[src/rtl/descr_pkg.sv]
package descr_pkg;
  localparam int          SYM_W      = 8;
  localparam int          LFSR_W     = 16;
  localparam logic [15:0] LFSR_TAPS  = 16'h0039;
  localparam logic [15:0] LFSR_SEED  = 16'hFFFF;
  localparam logic [7:0]  SYM_COMMA  = 8'hBC;
  localparam logic [7:0]  SYM_SKIP   = 8'h1C;
  localparam logic [7:0]  TRAIN_ID_A = 8'h4A;
  localparam logic [7:0]  TRAIN_ID_B = 8'h45;
  localparam int          TRAIN_LEN  = 16;

  typedef enum logic [1:0] {
    SYM_KIND_DATA,
    SYM_KIND_COMMA,
    SYM_KIND_SKIP,
    SYM_KIND_CTRL
  } sym_kind_e;
endpackage

[src/rtl/descr_lfsr.sv]
module descr_lfsr #(
  parameter int          W     = 16,
  parameter int          STEPS = 8,
  parameter logic [W-1:0] TAPS = 16'h0039,
  parameter logic [W-1:0] SEED = 16'hFFFF
) (
  input  logic             clk_i,
  input  logic             rst_ni,
  input  logic             adv_i,
  input  logic             load_i,
  output logic [W-1:0]     state_o,
  output logic [STEPS-1:0] key_o
);
  logic [W-1:0] state_q;
  logic [W-1:0] chain [STEPS+1];

  assign chain[0] = state_q;

  for (genvar i = 0; i < STEPS; i++) begin : g_step
    assign key_o[i]   = chain[i][W-1];
    assign chain[i+1] = {chain[i][W-2:0], 1'b0} ^ (chain[i][W-1] ? TAPS : '0);
  end

  always_ff @(posedge clk_i or negedge rst_ni) begin
    if (!rst_ni)     state_q <= SEED;
    else if (load_i) state_q <= SEED;
    else if (adv_i)  state_q <= chain[STEPS];
  end

  assign state_o = state_q;
endmodule

[src/rtl/descr_ts_track.sv]
module descr_ts_track #(
  parameter int         SYM_W = 8,
  parameter int         LEN   = 16,
  parameter logic [SYM_W-1:0] ID_A = 8'h4A,
  parameter logic [SYM_W-1:0] ID_B = 8'h45
) (
  input  logic             clk_i,
  input  logic             rst_ni,
  input  logic             valid_i,
  input  logic             ctrl_i,
  input  logic [SYM_W-1:0] data_i,
  input  logic             comma_i,
  output logic             bypass_o
);
  localparam int CW = $clog2(LEN);

  logic          after_comma_q;
  logic [CW-1:0] left_q;
  logic          id_hit;

  assign id_hit   = after_comma_q && !ctrl_i && (data_i == ID_A || data_i == ID_B);
  assign bypass_o = valid_i && (id_hit || left_q != '0);

  always_ff @(posedge clk_i or negedge rst_ni) begin
    if (!rst_ni) begin
      after_comma_q <= 1'b0;
      left_q        <= '0;
    end else if (valid_i) begin
      if (comma_i) begin
        after_comma_q <= 1'b1;
        left_q        <= '0;
      end else begin
        after_comma_q <= 1'b0;
        if (id_hit)             left_q <= CW'(LEN - 2);
        else if (left_q != '0)  left_q <= left_q - 1'b1;
      end
    end
  end
endmodule

[src/rtl/sym_descrambler.sv]
module sym_descrambler
  import descr_pkg::*;
#(
  parameter int          DW        = SYM_W,
  parameter int          LW        = LFSR_W,
  parameter logic [LW-1:0] TAPS    = LFSR_TAPS,
  parameter logic [LW-1:0] SEED    = LFSR_SEED,
  parameter logic [DW-1:0] COMMA   = SYM_COMMA,
  parameter logic [DW-1:0] SKIP    = SYM_SKIP,
  parameter int          OS_LEN    = TRAIN_LEN
) (
  input  logic          clk_i,
  input  logic          rst_ni,
  input  logic          en_i,
  input  logic          in_valid_i,
  input  logic          in_ctrl_i,
  input  logic [DW-1:0] in_data_i,
  output logic          out_valid_o,
  output logic          out_ctrl_o,
  output logic [DW-1:0] out_data_o
);
  sym_kind_e     kind;
  logic [LW-1:0] lfsr_q;
  logic [DW-1:0] key;
  logic          bypass;
  logic          do_xor;

  always_comb begin
    if (!in_ctrl_i)              kind = SYM_KIND_DATA;
    else if (in_data_i == COMMA) kind = SYM_KIND_COMMA;
    else if (in_data_i == SKIP)  kind = SYM_KIND_SKIP;
    else                         kind = SYM_KIND_CTRL;
  end

  descr_lfsr #(.W(LW), .STEPS(DW), .TAPS(TAPS), .SEED(SEED)) u_lfsr (
    .clk_i   (clk_i),
    .rst_ni  (rst_ni),
    .adv_i   (in_valid_i && (kind == SYM_KIND_DATA || kind == SYM_KIND_CTRL)),
    .load_i  (in_valid_i && kind == SYM_KIND_COMMA),
    .state_o (lfsr_q),
    .key_o   (key)
  );

  descr_ts_track #(.SYM_W(DW), .LEN(OS_LEN), .ID_A(TRAIN_ID_A), .ID_B(TRAIN_ID_B)) u_ts (
    .clk_i    (clk_i),
    .rst_ni   (rst_ni),
    .valid_i  (in_valid_i),
    .ctrl_i   (in_ctrl_i),
    .data_i   (in_data_i),
    .comma_i  (kind == SYM_KIND_COMMA),
    .bypass_o (bypass)
  );

  assign do_xor = en_i && kind == SYM_KIND_DATA && !bypass;

  always_ff @(posedge clk_i or negedge rst_ni) begin
    if (!rst_ni) begin
      out_valid_o <= 1'b0;
      out_ctrl_o  <= 1'b0;
      out_data_o  <= '0;
    end else begin
      out_valid_o <= in_valid_i;
      if (in_valid_i) begin
        out_ctrl_o <= in_ctrl_i;
        out_data_o <= do_xor ? (in_data_i ^ key) : in_data_i;
      end
    end
  end
endmodule

[config.mk]
export PLATFORM = sky130hd
export DESIGN_NAME = sym_descrambler
export DESIGN_NICKNAME = d
export VERILOG_FILES = /design/src/rtl/descr_pkg.sv /design/src/rtl/descr_lfsr.sv /design/src/rtl/descr_ts_track.sv /design/src/rtl/sym_descrambler.sv
export SDC_FILE = /design/constraint.sdc
export NUM_CORES = 1
export LEC_CHECK = 0
export ABC_AREA = 0
export BUFFER_PORTS_ARGS = -buffer_cell sky130_fd_sc_hd__buf_4
export CAP_MARGIN = 20
export CORE_AREA = 2 2 59 61
export CTS_CLUSTER_DIAMETER = 120
export DETAILED_ROUTE_END_ITERATION = 8
export DIE_AREA = 0 0 61 63
export MAX_ROUTING_LAYER = met4
export PLACE_DENSITY = 0.82
export SYNTH_ARGS = -nofsm -noshare
export SYNTH_HDL_FRONTEND = slang
export SYNTH_SLANG_ARGS = --single-unit
[constraint.sdc]
create_clock -name clk_i -period 3.1 [get_ports clk_i]
set_input_delay 0.93 -clock clk_i [delete_from_list [all_inputs] [get_ports clk_i]]
set_output_delay 0.93 -clock clk_i [all_outputs]
set_load 0.02 [all_outputs]
==> results_dict.tcl <==
set metrics [dict create \
    finalInstanceArea_sq_um 2140 \
    std_cell_rows 21 \
    cts_hold_repair.buffers 0 \
    via_count_of_the_first_global_routing_pass 1435 \
    reg2reg_launch_point "u_ts.left_q[0]" \
    dr.first_iter.drc_count 72 \
    post_synth_inst_count 189 \
    worst-r2r-setup-slack_ps 1030 \
    finalNonFillerCells 249 \
    cap_viol_max_count 0 \
    crit_start "u_ts.left_q[0]" \
    setup-tns-final_ps 0 \
    hold_path_startpoint "out_data_o[4]" \
    syn_nets 204 \
    max_slew_violation_count 0 \
    worst_r2r_path_depth 6 \
    outcome "finished, final reports clean" \
    max_slew_margin_pct 52.43 \
    final_hold_viol_count 0 \
    place.gp.congestion 0.8032 \
    cp.arrival_ps 2290 \
    synth.lib_cells_used.distinct 44 \
    initial_antenna_violation_count 0 \
    clk_root_buffer_cell "clkbuf_4" \
    slowest_stage "or3b_1" \
    port_buffers 22 \
    layout-drive-gt1-share_pct 30.54 \
    grt_util_all_layers_pct 24.06 \
    worst-slew-pin-transition_ps 713.5 \
    dr_total_vias 1465 \
    synth-compound-area-share_pct 16.42 \
    postRouteAntennaNets 0 \
    power.leakage_uw 0.0008312 \
    layout_commonest_cell "buf_4" \
    timing.final.crit_share_pct 66.80 \
    clk_transition_reported_paths_ps 90 \
    post_synthesis_mean_instance_area_sq_um 10.20 \
    timing.critical_path.fanout_max 11 \
    place_hpwl_microns 2801 \
    cts_sinks 31 \
    clock_insertion_delay_worst_skew_ps 330 \
    core-area_sq_um 3232 \
    cts_buffer_depth 2 \
    timing.critical_path.from_type "register" \
    critical_path.top_delay_family "simple AND/OR/NAND/NOR gates" \
    fill_cells 253 \
    synth.yosys.seq_area_share_pct 41.27 \
    setup_repair_after_global_routing_missed_its_margin "false" \
    p_per_area_nw_per_um2 849.2 \
    drcViolationCount 0 \
    mappedNetlistArea_sq_um 1928 \
    synth_simple_gate_area_share_pct 25.76 \
    hp-class "reg2reg" \
    yosys_warnings 0 \
    finalWorstSetupSlack_ps 1029 \
    grt_util_met1_pct 29.88 \
    postRouteWirelength_microns 3911 \
    gr-usage-met2_pct 38.17 \
    post-place-ws_ps 733.4 \
    terminus_of_the_critical_flop_to_flop_path "out_data_o[7]" \
    grt_first_pass_wirelength_microns 6693 \
    mostFrequentLayoutCells "buf_4 (23), nand2_1 (19), xnor2_1 (16), dfstp_2 (16), dfrtp_1 (15)" \
    ir_worst_vdd_mv 0.4907 \
    min_path_cells 2 \
    setup_violation_total_in_the_final_timing_report 0 \
    layout-area-overhead-vs-synth_pct 10.97 \
    cells_along_the_critical_path "inv_1, ha_1, or3b_1, nor3_1, a21oi_1, nand3b_1" \
    number_of_diodes_added_for_antenna_fixing 0 \
    post_dp_cell_area_sq_um 2071 \
    synth_top_family_by_area "simple AND/OR/NAND/NOR gates" \
    numCtsBuffers 5 \
    grt.overflow.total 0 \
    drt-wirelength-per-cell_microns 15.71 \
    die_width_microns 61 \
    yosys-mux-area-fraction_pct 0.5840 \
    die_height_microns 63 \
    globalRoute.busiestLayer "met2" \
    grt_max_degree 38 \
    synth_adder_area_share_pct 1.298 \
    slowest_delay_ps 580 \
    final_net_count 217 \
    design.die.area_sq_um 3843 \
    timing.setup.critical_path_class "reg2reg" \
    initial_core_util_pct 59.66 \
    critical_path_buf_inv_count 1 \
    maximum_clock_frequency_mhz 482.9 \
    yosys_reg_bits 31 \
    tritoncts "yes" \
    io-pin-count 23 \
    cts_resized 0 \
    h-tree-depth 2 \
    timing.final.crit_period_ps 2071 \
    met3_track_demand_over_resource_in_global_routing_pct 6.418 \
    critical_path_endpoint_category "register" \
    finalClockSkew_ps 6.938 \
    detailedRoute.firstPassIterationCount 4 \
    post-cts-setup-buffers 0 \
    post_synth_xor_area_fraction_pct 9.539 \
    holdPathEnd "out_data_o[4]" \
    post_drt_via_cell_ratio 5.884 \
    data_required_time_at_the_worst_endpoint_ps 3320 \
    placedCellCount 241 \
]
## worst reg2reg max path, stage by stage, from the launching register on
cell and delay, ps:
dfrtp_1 400, inv_1 130, ha_1 170, or3b_1 580, nor3_1 380, a21oi_1 130
nand3b_1 180
## cell families after synthesis
| kind of cell | count (synthesis) |
|---|---|
| xor gates and xnor gates | 21 |
| muxes | 1 |
| AOI/OAI and AO/OA | 39 |
| adders and majority gates | 2 |
| and+or+nand+nor | 75 |
| buffers and inverters | 20 |
| DFF | 31 |
## sequential cells by signal, summed over array words and instances, names as in the netlist
register / flops
out_ctrl_o: 1
out_data_o: 8
out_valid_o: 1
u_lfsr.state_o: 16
u_ts.after_comma_q: 1
u_ts.left_q: 4
## final cells by class
cell class                 instances  area, sq um  area share, %
inverter                           3        11.26         0.5263
multi-input combinational        138         1033          48.30
clock buffer                       8        68.82          3.216
tap                               46        57.56          2.690
timing repair buffer              23        172.7          8.070
sequential                        31        795.8          37.19
## worst max path at each step
stage	end	slack (ps)	cells past startpoint
4_1_cts	out_data_o[7]	1050	6
2_1_floorplan	u_lfsr.state_o[0]	1110	5
5_1_grt	out_data_o[7]	900	6
3_3_place_gp	u_lfsr.state_o[11]	790	4
6_report	out_data_o[7]	1030	6
3_5_place_dp	u_lfsr.state_o[9]	730	4
## cell usage after synthesis, drive strengths merged
| library cell | number | area (sq um) |
|---|---|---|
| nor3 | 9 | 85.08 |
| xor2 | 5 | 43.79 |
| nand4 | 1 | 6.260 |
| clkbuf | 9 | 33.78 |
| and4bb | 2 | 28.78 |
| mux2 | 1 | 11.26 |
| dfrtp | 15 | 375.4 |
| nand2b | 9 | 56.30 |
| a31o | 1 | 8.760 |
| o21ai | 4 | 23.77 |
| o21a | 1 | 7.510 |
| buf | 8 | 53.79 |
| nor2 | 10 | 37.54 |
| o31ai | 1 | 12.51 |
| o2bb2ai | 1 | 8.760 |
| o22a | 12 | 105.1 |
| or3b | 1 | 8.760 |
| nand4bb | 1 | 27.53 |
| o2111a | 1 | 11.26 |
| o211a | 1 | 10.01 |
| nor2b | 3 | 18.77 |
| a22oi | 1 | 12.51 |
| inv | 3 | 11.26 |
| a21oi | 13 | 68.82 |
| nand3 | 1 | 5.000 |
| o32a | 1 | 10.01 |
| o41a | 1 | 11.26 |
| ha | 2 | 25.02 |
| nand2 | 19 | 71.32 |
| o2111ai | 1 | 26.28 |
| nor4 | 1 | 6.260 |
| nand3b | 9 | 67.56 |
| xnor2 | 16 | 140.1 |
| nand4b | 8 | 70.07 |
| dfstp | 16 | 420.4 |
| nor3b | 1 | 7.510 |
## through the flow
stage                     hold slack [ps]  total power [uW]  util, %
after global routing                526.1              1953    66.20
after detailed placement            492.6              1559    64.07
after CTS                           513.2              1832    66.20
after global placement              485.9              1501    64.07
final                               510.5              1817    66.20
after floorplan                     480.4              1386        -
## report_power, final
part,switching (uW),leakage [uW],total (uW),internal (uW)
sequential,167,0.000350,787,620
combinational,360,0.000443,765,405
clock,131,0.0000386,265,133
## metal layers
layer  wire, microns  part of all wire (%)  vias up
li1                -                     -      695
met1            1672                    43      739
met2            2049                    52       24
met3             126                   3.2        7
met4              64                   1.6        0
met5               0                     0        -
(Power assumes the default switching activity.)
